--- src/rtl/wmod_pkg.sv ---
package wmod_pkg;

  typedef enum logic {
    OP_ADD = 1'b0,
    OP_SUB = 1'b1
  } wmod_op_e;

endpackage

--- src/rtl/wmod_pe.sv ---
module wmod_pe #(
  parameter int W = 17
) (
  input  logic [W-1:0] a,
  input  logic [W-1:0] b,
  input  logic [W-1:0] k,
  input  logic         inv_b,
  input  logic         csa_in,
  output logic [W:0]   f_raw,
  output logic [W:0]   s_raw,
  output logic         csa_out
);
  logic [W-1:0] bx;
  logic [W-1:0] xs;
  logic [W-1:0] yc;

  // B is inverted for subtraction; the +1 of the negation enters at word 0
  assign bx = inv_b ? ~b : b;

  // carry-save merge of a, b', k so the corrected path keeps one carry per word
  assign xs = a ^ bx ^ k;
  assign yc = (a & bx) | (a & k) | (bx & k);

  assign f_raw   = {1'b0, a} + {1'b0, bx};
  assign s_raw   = {1'b0, xs} + {1'b0, yc[W-2:0], csa_in};
  assign csa_out = yc[W-1];
endmodule

--- src/rtl/wmod_cproj.sv ---
module wmod_cproj #(
  parameter int N = 4
) (
  input  logic [N-1:0] gen,
  input  logic [N-1:0] prop,
  input  logic         cin,
  output logic [N:0]   carry
);
  localparam int M  = N + 1;
  localparam int LV = (M > 1) ? $clog2(M) : 1;

  logic [N:0] g_cur, p_cur, g_nxt, p_nxt;

  // Kogge-Stone prefix over (cin, word 0 .. word N-1); carry[i] enters word i
  always_comb begin
    g_cur = {gen, cin};
    p_cur = {prop, 1'b0};
    g_nxt = g_cur;
    p_nxt = p_cur;
    for (int l = 0; l < LV; l++) begin
      g_nxt = g_cur;
      p_nxt = p_cur;
      for (int j = 0; j < M; j++) begin
        if (j >= (1 << l)) begin
          g_nxt[j] = g_cur[j] | (p_cur[j] & g_cur[j-(1<<l)]);
          p_nxt[j] = p_cur[j] & p_cur[j-(1<<l)];
        end
      end
      g_cur = g_nxt;
      p_cur = p_nxt;
    end
    carry = g_cur;
  end
endmodule

--- src/rtl/wmod_addsub.sv ---
module wmod_addsub
  import wmod_pkg::*;
#(
  parameter int W = 17,
  parameter int N = 4
) (
  input  logic           clk,
  input  logic           rst_n,
  input  logic           mod_wr,
  input  logic [N*W-1:0] mod_val,
  input  logic           start,
  input  logic           op_sub,
  input  logic [N*W-1:0] opa,
  input  logic [N*W-1:0] opb,
  output logic           res_valid,
  output logic [N*W-1:0] res
);
  localparam int NW = N * W;

  wmod_op_e op;
  assign op = wmod_op_e'(op_sub);

  // ---------------- modulus and its two's complement ----------------
  logic [NW-1:0] p_q, p_d, ip_q, ip_d;

  always_comb begin
    p_d  = p_q;
    ip_d = ip_q;
    if (mod_wr) begin
      p_d  = mod_val;
      ip_d = '0 - mod_val;
    end
  end

  always_ff @(posedge clk or negedge rst_n) begin
    if (!rst_n) begin
      p_q  <= '0;
      ip_q <= '0;
    end else if (mod_wr) begin
      p_q  <= p_d;
      ip_q <= ip_d;
    end
  end

  // ---------------- per-word processing elements ----------------
  logic [N-1:0][W:0] f_raw, s_raw;
  logic [N:0]        csa_c;
  logic [N-1:0]      f_g, f_p, s_g, s_p;
  logic [N:0]        f_c, s_c;
  logic [NW-1:0]     r_f, r_s;

  assign csa_c[0] = (op == OP_SUB);

  generate
    for (genvar i = 0; i < N; i++) begin : g_word
      logic [W-1:0] k_w;
      assign k_w = (op == OP_SUB) ? p_q[i*W +: W] : ip_q[i*W +: W];

      wmod_pe #(.W(W)) u_pe (
        .a       (opa[i*W +: W]),
        .b       (opb[i*W +: W]),
        .k       (k_w),
        .inv_b   (op == OP_SUB),
        .csa_in  (csa_c[i]),
        .f_raw   (f_raw[i]),
        .s_raw   (s_raw[i]),
        .csa_out (csa_c[i+1])
      );

      assign f_g[i] = f_raw[i][W];
      assign f_p[i] = &f_raw[i][W-1:0];
      assign s_g[i] = s_raw[i][W];
      assign s_p[i] = &s_raw[i][W-1:0];

      assign r_f[i*W +: W] = f_raw[i][W-1:0] + W'(f_c[i]);
      assign r_s[i*W +: W] = s_raw[i][W-1:0] + W'(s_c[i]);
    end
  endgenerate

  // ---------------- carry projection, one per path ----------------
  wmod_cproj #(.N(N)) u_cp_first (
    .gen   (f_g),
    .prop  (f_p),
    .cin   (op == OP_SUB),
    .carry (f_c)
  );

  wmod_cproj #(.N(N)) u_cp_second (
    .gen   (s_g),
    .prop  (s_p),
    .cin   (1'b0),
    .carry (s_c)
  );

  // add: corrected path when A+B+(2^n-P) reaches 2^n, i.e. A+B >= P
  // sub: corrected path when A+~B+1 has no carry out, i.e. A < B
  logic use_second;
  always_comb begin
    if (op == OP_SUB) use_second = ~f_c[N];
    else              use_second = csa_c[N] | s_c[N];
  end

  // ---------------- output register ----------------
  logic [NW-1:0] res_q, res_d;
  logic          vld_q, vld_d;

  always_comb begin
    vld_d = start;
    res_d = res_q;
    if (start) res_d = use_second ? r_s : r_f;
  end

  always_ff @(posedge clk or negedge rst_n) begin
    if (!rst_n) begin
      res_q <= '0;
      vld_q <= 1'b0;
    end else begin
      vld_q <= vld_d;
      if (start) res_q <= res_d;
    end
  end

  assign res       = res_q;
  assign res_valid = vld_q;
endmodule

--- config.mk ---
export PLATFORM = sky130hd
export DESIGN_NAME = wmod_addsub
export DESIGN_NICKNAME = d
export VERILOG_FILES = /design/src/rtl/wmod_pkg.sv /design/src/rtl/wmod_pe.sv /design/src/rtl/wmod_cproj.sv /design/src/rtl/wmod_addsub.sv
export SDC_FILE = /design/constraint.sdc
export NUM_CORES = 1
export LEC_CHECK = 0
export ABC_AREA = 1
export BUFFER_PORTS_ARGS = -buffer_cell sky130_fd_sc_hd__buf_2
export CELL_PAD_IN_SITES_DETAIL_PLACEMENT = 0
export CELL_PAD_IN_SITES_GLOBAL_PLACEMENT = 2
export CORE_ASPECT_RATIO = 1.75
export CORE_UTILIZATION = 36
export CTS_BUF_LIST = sky130_fd_sc_hd__clkbuf_4 sky130_fd_sc_hd__clkbuf_8
export CTS_CLUSTER_SIZE = 10
export DETAILED_ROUTE_END_ITERATION = 16
export GPL_ROUTABILITY_DRIVEN = 1
export GPL_TIMING_DRIVEN = 0
export MAX_ROUTING_LAYER = met4
export PLACE_DENSITY_LB_ADDON = 0.1
export SLEW_MARGIN = 30
export SYNTH_ARGS = -nofsm -noshare
export SYNTH_HDL_FRONTEND = slang
export SYNTH_SLANG_ARGS = --single-unit
--- constraint.sdc ---
create_clock -name clk -period 7.1 [get_ports clk]
set_input_delay 1.42 -clock clk [delete_from_list [all_inputs] [get_ports clk]]
set_output_delay 1.42 -clock clk [all_outputs]
set_load 0.01 [all_outputs]
Word level (Yosys, flattened, before mapping). Cells that the tools add are included.

Bits of input ports: 209. Register bits: 205. Output and inout port bits: 69. Bits in latches: 0. Memories kept: 0. Logic and storage cells: 103. Bits in read-only memories: 0. Memory bits (writable): 0.

Shift-type cells: 0. Div/mod/pow operators: 0. Multipliers: 0. Add/subtract/negate cells: 16. Magnitude comparators: 0. Multiplexer cells: 10. Bitwise gates (word level): 66. Equal/unequal tests: 0. Reductions and logical operators: 7.

Operators with widths (number): AND 17 bit (12); adder 17 x 17 -> 18 bit (8); 2-to-1 mux 17 bit (8); bitwise OR 17 bit (8); bitwise XOR 17 bit (8); adder 17 x 1 -> 17 bit (7); AND reduction 17 bit (7); 2-to-1 mux 68 bit (1); inverter 17 bit (4); subtractor 1 x 68 -> 68 bit (first input constant) (1); AND 1 bit (19); bitwise OR 1 bit (14); 2-to-1 mux 1 bit (1); inverter 1 bit (1).

Logic depth before layout (Yosys ltp). Gate-level depths: netlist of the first run.

Depth in word-level cells: 14. Mapped depth: 35. Mapped depth without buffers: 33.

Modules after synthesis. From an unflattened synthesis of the first run, not the netlist that was laid out.

Cell total of the unflattened synthesis: 4388. Area total of the unflattened synthesis: 25967.4 µm².

By module, submodules not included: wmod_addsub (times used 1, cells each 2244, area each 14213.6 µm², seq. area each 5104.9 µm²); wmod_pe (times used 4, cells each 527, area each 2899.0 µm², seq. area each 0.0 µm²); wmod_cproj (times used 2, cells each 18, area each 78.8 µm², seq. area each 0.0 µm²).

Worst setup path before layout of the first run. Ideal clock, no wire load.

Path kind: input to register. From: in op_sub. To: reg res_q[63] (netlist: res[63]). Setup slack: 0.870 ns. Data arrival time: 6.112 ns. Stages on the path: 30. Library setup time: 0.118 ns. Buffers on the path: 3. Required time: 6.982 ns. Cell sequence: clkbuf_1 > clkbuf_1 > buf_1 > xnor2_1 > fa_1 > inv_1 > ha_1 > fa_1 > nand3_1 > nand2_1 > nand2_1 > nand3_1 > xor2_2 > nand2_1 > nor2_2 > nand3_1 > nor2_2 > nand2_1 > nand2_2 > ha_1 > ha_1 > nand2_1 > nor2_1 > nand2_1 > nor2_1 > nand2_1 > xnor2_1 > nand3b_1 > nand3_1 > nand2_1.

Cells in the longest elaborated chain, start to end: 13. Elaborated cells between the ends (all ways): 87. Classes of those cells: add/sub: 10; mux: 10; bitwise: 60; reduce/logical: 7.

RTL lines: start: declaration (line wmod_addsub.sv:12) `input logic op_sub,`; branches (longest 12 deep; another with adder 17 x 17 -> 18 bit); 2-to-1 mux 68 bit (*) (line wmod_addsub.sv:110) `if (start) res_d = use_second ? r_s : r_f;`; end signal: assignment (line wmod_addsub.sv:119) `if (start) res_q <= res_d;`; end: declaration (line wmod_addsub.sv:104) `logic [NW-1:0] res_q, res_d;`.

Mark *: on every way between the ends. A chain may end at the register's enable or synchronous reset.

Final worst setup path of the first run. Ends and elaborated chain as after synthesis.

==> results.md, run 1 <==
- Mapped cell area: 0.0237 mm2
- Peak fanout along the critical path: 10
- Critical path's top delay family: simple AND/OR/NAND/NOR gates
- Post-synth top area share: 21.6%
- Sequential fraction of the synthesis area: 21.6%
- #FFs+latches synth: 204
- Pwr Density: 259 mW/mm2
- DRT Wirelength: 94,900 um
- Slowest-stage cell, CP: fa_1
- Gp weighted congestion: 0.914
- DP HPWL: 80,200 um
- Top cells by area, synth: dfrtp_1, nand2_1, inv_1, ha_1, fa_1
- Slew at the pin closest to its max-slew limit: 1.01 ns
- Net Count, Synth: 4,119
- Final setup fails: 0
- Vias: 23.7k
- Num Clock Sinks: 204
- Clock Latency Late Sink: 0.66 ns
- YS warnings: 0
- Dpl ws: -1.95 ns
- Crit Path Class: input pin to register
- Unrepaired setup endpoints after global routing: no
- Leak: 14.7 nW
- Drt wl/cell: 19.5 um
- Max H-tree Level: 2
- Row count: 124
- Post-synth top flop: dfrtp_1
- Core area: 0.0652 mm2
- Status: finished clean
- Crit start category: input pin
- First-pass DRT Iterations: 5
- Antenna violations before repair: 21
- Worst VDD drop: 129 uV
- Nets: 4,438
- WHS: 0.469 ns
- Worst Slack Setup Final: 0.364 ns
- Inserted Clock Buffers: 38
- Die Span X: 196 um
- Filler cells: 7,382
- Final hold vios: 0
- Reg clk slew, reported paths: 0.06 ns
- Antenna-violating nets left: 0
- Initial Utilization: 36.3%
- Crit. End Element: register
- Clock buffer depth: 3
- GRT overflow: 0
- CTS tree: built
- Max_cap viols: 0
- Cell with the most instances after synthesis: nand2_1
- Fin crit share: 94.9%
- Post-CTS Hold Buffers: 0
- Num ports: 278
- Post-synthesis cell count: 3,683
- Reg area: 0.00510 mm2
- Post-synth EDFFs: 0
- Slew margin rel.: 32.7%
- Worst hold path class: register to register
- Die Area: 0.0668 mm2
- 1st-iter DRT viols: 1,039
- First-pass GRT wire length: 142,000 um
- IO buf count: 276
- Root Driver: clkbuf_8
- Crit path top cell by count: nand2_1
- Largest net degree at the start of global routing: 82
- Vias in the first global route: 24.8k
- Syn_area_per_cell: 6.42 um2
- Post-synth top cells: nand2_1, inv_1, nand3_1, nor2_1, dfrtp_1
- Min Tclk post-route: 6.74 ns
- Worst EP required: 7.64 ns
- Share of cells above drive strength 1: 11.7%
- Postcts setup bufs: 0
- Routed vias/inst: 4.87
- Buf/Inv on CP: 5
- Post-synth ARST share: 100%
- Footprint of the multi-input gates: 0.0157 mm2
- Slew Viols, Final: 0
- Worst path max stage delay: 0.48 ns
- CP arrival: 7.28 ns
- Max frequency: 148 MHz
- DRC: 0
- Final setup skew: 0.0305 ns
- Post-synth top area cell: dfrtp_1
- Post-route setup TNS: 0 ns
- Distinct cells, synth: 56
- Overall routing resource usage: 29.5%
- Layout Area Growth over Synthesis: 15.0%
- Die H: 341 um
[metal layers]
metal | routed length, um | vias to the layer above | track usage, %
li1 | - | 12200 | -
met1 | 35000 | 10900 | 29.2
met2 | 52400 | 494 | 57.4
met3 | 3830 | 170 | 3.97
met4 | 3630 | 0 | 10.9
met5 | 0 | - | -
[area by class of cell]
cell class | instances | area share [%]
clock inverter | 9 | 0.455
inverter | 675 | 9.32
multi-input combinational | 2715 | 57.7
antenna | 20 | 0.184
clock buffer | 60 | 2.78
timing repair buffer | 279 | 5.42
sequential | 204 | 18.8
tap | 819 | 3.77
buffer | 89 | 1.59
[worst paths after layout]
kind	startpoint	slack, ns	cells past startpoint	to
max reg2reg	ip_q[30]$_DFFE_PN0P_	1.74	26	res[63]$_DFFE_PN0P_
max in group asynchronous	rst_n	5.18	3	p_q[6]$_DFFE_PN0P_
min in group asynchronous	rst_n	0.67	1	res[42]$_DFFE_PN0P_
min reg2reg	res[60]$_DFFE_PN0P_	0.47	2	res[60]$_DFFE_PN0P_
min	res[60]$_DFFE_PN0P_	0.47	2	res[60]$_DFFE_PN0P_
max	op_sub	0.36	31	res[63]$_DFFE_PN0P_
[through the flow]
stage / utilization [%] / cells / instance area (um2) / power, mW
floorplan: - / 3683 / 23700 / 4.39
detailed placement: 40.2 / 4781 / 26200 / 5.67
global placement: 40.0 / 4778 / 26100 / 5.66
CTS: 41.6 / 4850 / 27100 / 7.14
finish: 41.8 / 4870 / 27200 / 7.06
global route: 41.8 / 4868 / 27200 / 7.68
[state kept, by name, summed over array words and instances, names as in the netlist]
signal,flops
p_q,68
res,68
ip_q,67
res_valid,1
[logic make-up (layout without fill, tap and decap cells)]
family	count (synthesis)	in the layout	share of synthesized area (%)
and+or+nand+nor	1893	1893	34.0
AOI/OAI and AO/OA	362	362	8.71
DFF	204	204	21.6
buffers and inverters	764	1112	12.4
xor gates and xnor gates	233	233	8.94
adders and majority gates	227	227	14.4
other	0	20	0
[worst register-to-register path, stage by stage, from the launching register on]
cell	delay (ns)
dfrtp_1	0.40
o21ai_0	0.62
fa_1	0.54
inv_1	0.07
ha_1	0.28
a21oi_1	0.27
o21ai_0	0.13
a21oi_1	0.17
nand3_1	0.09
nand2_1	0.11
nand2_1	0.08
nor2_1	0.20
nand3_1	0.18
nand2_2	0.22
nand2_1	0.12
nand2_2	0.10
ha_1	0.20
ha_1	0.20
nand2_1	0.12
nor2_1	0.11
nand2_1	0.11
nor2_1	0.25
nand2_1	0.10
xnor2_1	0.13
nand3b_1	0.19
nand3_1	0.19
nand2_1	0.07
[placed cells by master (no fill, tap or decap), drive strengths merged, types with 29 or more instances in the layout]
cell type  synthesis  final
ha               151    151
inv              674    673
clkbuf            51    112
xnor2            119    119
nor3              48     48
o21ai            172    172
nand3            307    307
fa                76     76
xor2             114    114
dfrtp            204    204
nand2           1132   1132
nor2             283    283
nand4             42     42
buf               38    316
nand3b            42     42
o211ai            29     29
a21oi            103    103
[repair_timing]
action                     CTS  global route
setup endpoints to repair   57            14
gates resized for setup     17            35
pin swaps                    0             1
[power by group]
group | switching, mW | internal, mW | total, mW
registers | 0.129 | 1.41 | 1.54
logic | 2.63 | 1.48 | 4.11
clock network | 0.626 | 0.787 | 1.41
total | 3.39 | 3.68 | 7.06
No activity file was read; power rests on OpenSTA's default activity.
==> run 2: changes to the inputs <==
--- a/config.mk
+++ b/config.mk
@@ -10,7 +10,7 @@
 export CELL_PAD_IN_SITES_DETAIL_PLACEMENT = 0
 export CELL_PAD_IN_SITES_GLOBAL_PLACEMENT = 2
 export CORE_ASPECT_RATIO = 1.75
-export CORE_UTILIZATION = 36
+export CORE_UTILIZATION = 30
 export CTS_BUF_LIST = sky130_fd_sc_hd__clkbuf_4 sky130_fd_sc_hd__clkbuf_8
 export CTS_CLUSTER_SIZE = 10
 export DETAILED_ROUTE_END_ITERATION = 16
==> constraint.sdc (replaced) <==
create_clock -name clk -period 5.96 [get_ports clk]
set_input_delay 1.192 -clock clk [delete_from_list [all_inputs] [get_ports clk]]
set_output_delay 1.192 -clock clk [all_outputs]
set_load 0.02 [all_outputs]
==> results.md, run 2 (same netlist as run 1, synthesis figures left out) <==
- Status: finished clean
- Vias in the first global route: 24.9k
- First-pass GRT wire length: 149,000 um
- Inserted Clock Buffers: 39
- Routed vias/inst: 4.68
- Num Clock Sinks: 204
- Final hold vios: 0
- Slew Viols, Final: 0
- Slowest-stage cell, CP: fa_1
- Pwr Density: 310 mW/mm2
- Max_cap viols: 0
- 1st-iter DRT viols: 975
- Fin crit share: 97.8%
- Slew margin rel.: 30.1%
- Crit start category: input pin
- Num ports: 278
- Max frequency: 172 MHz
- Worst path max stage delay: 0.47 ns
- Layout Utilization: 36.5%
- Antenna-violating nets left: 0
- Crit Path Class: input pin to register
- Filler cells: 8,819
- Final setup skew: 0.0338 ns
- Largest net degree at the start of global routing: 75
- Antenna violations before repair: 23
- DRT Wirelength: 101,000 um
- Peak fanout along the critical path: 5
- Initial Utilization: 30.5%
- Core area: 0.0777 mm2
- Row count: 135
- Clock buffer depth: 3
- First-pass DRT Iterations: 5
- Buf/Inv on CP: 7
- Crit path top cell by count: nand2_1
- Max H-tree Level: 2
- Crit. End Element: register
- Drt wl/cell: 19.8 um
- GRT overflow: 0
- Footprint of the multi-input gates: 0.0163 mm2
- Post-route setup TNS: 0 ns
- Leading cell types in the layout, fill and taps excluded: nand2_1, inv_1, nand3_1
- Die Span X: 214 um
- CTS tree: built
- Leak: 15.0 nW
- Root Driver: clkbuf_8
- Vias: 23.9k
- Unrepaired setup endpoints after global routing: no
- DRC: 0
- Overall routing resource usage: 25.7%
- Reg area: 0.00510 mm2
- Layout Area Growth over Synthesis: 20.0%
- Die H: 374 um
- DP HPWL: 85,600 um
- Dpl ws: -3.03 ns
- Min Tclk post-route: 5.83 ns
- Worst hold path class: input pin to async pin
- Reg clk slew, reported paths: 0.07 ns
- Final setup fails: 0
- IO buf count: 276
- Gp weighted congestion: 0.888
- Worst VDD drop: 143 uV
- Most common cell after layout, fill and taps aside: nand2_1
- Clock Latency Late Sink: 0.66 ns
- Worst EP required: 6.48 ns
- Slew at the pin closest to its max-slew limit: 1.05 ns
- Die Area: 0.0800 mm2
- Critical path's top delay family: simple AND/OR/NAND/NOR gates
- Worst Slack Setup Final: 0.132 ns
- Nets: 4,458
- Share of cells above drive strength 1: 14.7%
- CP arrival: 6.35 ns
==> run 2: layer usage <==
layer  up-vias  GRT usage, %  routed length (um)
met5         -             -                   0
met4         0          9.70                3630
met3       146          3.54                3840
met2       474          49.9               56100
met1     11100          25.5               37600
li1      12200             -                   -
==> run 2: cell type report <==
| cell class | count | share of cell area, % |
|---|---|---|
| antenna | 21 | 0.185 |
| buffer | 89 | 1.83 |
| clock buffer | 60 | 2.64 |
| clock inverter | 11 | 0.414 |
| inverter | 675 | 8.94 |
| multi-input combinational | 2715 | 57.5 |
| sequential | 204 | 18.0 |
| tap | 1027 | 4.53 |
| timing repair buffer | 298 | 5.93 |
==> run 2: worst register-to-register path: stages (launching register included) <==
cell      delay (ns)
dfrtp_1         0.42
o21ai_1         0.40
fa_1            0.49
inv_1           0.06
ha_1            0.28
a21oi_1         0.28
o21ai_0         0.13
a21oi_1         0.18
nand3_1         0.09
nand2_1         0.11
nand2_1         0.11
nor2_4          0.16
nand3_2         0.14
nand2_4         0.14
nand2_1         0.10
nand2_2         0.10
ha_2            0.20
ha_2            0.20
nand2_2         0.08
nor2_1          0.13
nand2_2         0.11
inv_1           0.10
nand3_1         0.08
nand2_1         0.07
nand2_1         0.05
nand3b_1        0.25
nand3_2         0.19
nand2_1         0.07
==> run 2: path summary, 6_finish.rpt <==
check / from / endpoint / slack [ns] / cells after the start
worst min-delay path: rst_n / res[2]$_DFFE_PN0P_ / 0.29 / 1
min in group clk: ip_q[5]$_DFFE_PN0P_ / ip_q[5]$_DFFE_PN0P_ / 0.47 / 2
worst max-delay path: op_sub / res[67]$_DFFE_PN0P_ / 0.13 / 33
worst max register to register: ip_q[30]$_DFFE_PN0P_ / res[67]$_DFFE_PN0P_ / 1.12 / 27
worst min register to register: ip_q[5]$_DFFE_PN0P_ / ip_q[5]$_DFFE_PN0P_ / 0.47 / 2
max in group asynchronous: rst_n / ip_q[31]$_DFFE_PN0P_ / 4.56 / 3
==> run 2: repair_timing <==
action / CTS / global route
pin swaps: 10 / 22
hold buffers: 0 / 0
gates resized for setup: 103 / 101
cloned: 0 / 2
buffers inserted: 9 / 6
endpoints found under the setup margin: 68 / 23
==> run 2: through the flow <==
step                      instances  power [mW]  area (um2)  hold WS, ns
after global routing           5100        9.58       28400        0.251
after floorplan                3683        5.39       23700        0.437
final                          5100        8.81       28400        0.293
after global placement         4986        7.00       26300        0.455
after CTS                      5071        8.83       27900        0.233
after detailed placement       4991        7.01       26500        0.460
==> run 2: where the power goes <==
part           switching, mW  internal [mW]  total [mW]  leakage (nW)
clock network          0.750          0.892        1.64         0.445
logic                   3.46           1.87        5.33          12.1
registers              0.150           1.69        1.84          2.47
total                   4.36           4.45        8.81          15.0
==> run 3: changes to the inputs <==
--- a/config.mk
+++ b/config.mk
@@ -11,7 +11,6 @@
 export CELL_PAD_IN_SITES_GLOBAL_PLACEMENT = 2
 export CORE_ASPECT_RATIO = 1.75
 export CORE_UTILIZATION = 30
-export CTS_BUF_LIST = sky130_fd_sc_hd__clkbuf_4 sky130_fd_sc_hd__clkbuf_8
 export CTS_CLUSTER_SIZE = 10
 export DETAILED_ROUTE_END_ITERATION = 16
 export GPL_ROUTABILITY_DRIVEN = 1
==> results.md, run 3 (same netlist as run 1, synthesis figures left out) <==
- Leading cell types in the layout, fill and taps excluded: nand2_1, inv_1, buf_2
- Slew at the pin closest to its max-slew limit: 1.07 ns
- Crit path top cell by count: nand2_1
- Slew Viols, Final: 0
- GRT Max-Usage Layer: met2
- Routed vias/inst: 4.67
- Critical path's top delay family: simple AND/OR/NAND/NOR gates
- Worst hold path class: input pin to async pin
- Peak fanout along the critical path: 5
- Max H-tree Level: 1
- GRT overflow: 0
- Worst VDD drop: 239 uV
- Met3 Resource Use GR: 3.04%
- Drt wl/cell: 19.8 um
- DP HPWL: 85,600 um
- Pwr Density: 310 mW/mm2
- Crit start category: input pin
- Core area: 0.0777 mm2
- DRC: 0
- Die Area: 0.0800 mm2
- Min Tclk post-route: 5.87 ns
- Fin crit share: 98.4%
- Slew margin rel.: 28.8%
- Crit Path Class: input pin to register
- Max_cap viols: 0
- Reg clk slew, reported paths: 0.06 ns
- Vias: 23.7k
- Reg2Reg Setup Slack: 1.12 ns
- Largest net degree at the start of global routing: 75
- Post-CTS Hold Buffers: 0
- Total power: 8.79 mW
- CP arrival: 6.34 ns
- Num Clock Sinks: 204
- Gp weighted congestion: 0.888
- Final hold vios: 0
- Clock buffer depth: 3
- Slowest-stage cell, CP: fa_1
- Met1 Track Usage GR: 25.5%
- Antenna-violating nets left: 0
- WHS: 0.367 ns
- Final std cells w/o fill: 5,071
- M2 GR Usage: 49.9%
- Row count: 135
- Crit. End Element: register
- Nets: 4,445
- DRT Wirelength: 101,000 um
- First-pass GRT wire length: 148,000 um
- Max frequency: 170 MHz
- Layout Area Growth over Synthesis: 19.9%
- Footprint of the multi-input gates: 0.0164 mm2
- Placed Instances: 4,991
- Die H: 374 um
- Most common cell after layout, fill and taps aside: nand2_1
- Vias in the first global route: 24.9k
- Initial Utilization: 30.5%
- Post-route setup TNS: 0 ns
- 1st-iter DRT viols: 929
- Unrepaired setup endpoints after global routing: yes
- Root Driver: clkbuf_16
- Overall routing resource usage: 25.5%
- Die Span X: 214 um
- Filler cells: 8,826
- IO buf count: 276
- Worst EP required: 6.43 ns
- Antenna violations before repair: 22
- Share of cells above drive strength 1: 14.0%
- Reg area: 0.00510 mm2
- Inserted Clock Buffers: 27
- Final setup skew: 0.0277 ns
- CTS tree: built
- First-pass DRT Iterations: 5
- Status: finished clean
- Worst path max stage delay: 0.50 ns
- Leak: 15.0 nW
- Num ports: 278
- Clock Latency Late Sink: 0.59 ns
- Final setup fails: 0
- Buf/Inv on CP: 7
run 3: worst paths after layout:
check | startpoint | endpoint | cells past startpoint
setup / recovery | op_sub | res[67]$_DFFE_PN0P_ | 33
hold / removal | rst_n | res[1]$_DFFE_PN0P_ | 1
setup reg to reg | p_q[17]$_DFFE_PN0P_ | res[67]$_DFFE_PN0P_ | 32
min in group clk | res[44]$_DFFE_PN0P_ | res[44]$_DFFE_PN0P_ | 2
max in group asynchronous | rst_n | res[42]$_DFFE_PN0P_ | 3
hold reg to reg | res[44]$_DFFE_PN0P_ | res[44]$_DFFE_PN0P_ | 2
run 3: layout make-up:
type / instances / area share [%]
sequential: 204 / 18.0
clock inverter: 7 / 0.238
buffer: 89 / 1.86
clock buffer: 37 / 2.65
timing repair buffer: 297 / 5.90
multi-input combinational: 2715 / 57.7
inverter: 675 / 8.94
tap: 1027 / 4.53
antenna: 20 / 0.176
run 3: worst reg2reg max path, delay by kind of cell (launching register included):
family / cells / cell delay (ns)
DFF: 1 / 0.32
buffers and inverters: 4 / 0.22
adders and majority gates: 5 / 1.53
AOI/OAI and AO/OA: 1 / 0.13
and+or+nand+nor: 22 / 2.50
run 3: power by group:
| group | internal, mW | switching, mW |
|---|---|---|
| clock network | 0.914 | 0.689 |
| logic | 1.88 | 3.47 |
| registers | 1.69 | 0.151 |
run 3: through the flow:
stage	util [%]	worst slack (ns)	cell area, um2
2_1_floorplan	-	0.0253	23700
3_3_place_gp	33.9	-4.35	26300
4_1_cts	35.9	0.000611	27900
6_report	36.5	0.0944	28400
5_1_grt	36.5	-0.0211	28400
3_5_place_dp	34.1	-3.03	26500
run 3: metal layers:
layer	vias to the layer above	share of wire [%]
met2	432	55
li1	12200	-
met1	10900	38
met5	-	0
met4	0	3.5
met3	142	3.5
run 3: repair_timing:
action	4_1_cts	5_1_grt
setup endpoints to repair	68	28
setup buffers	10	4
gates resized for setup	121	90
cloned	0	2
hold endpoints to repair	0	0
pin swaps	15	24
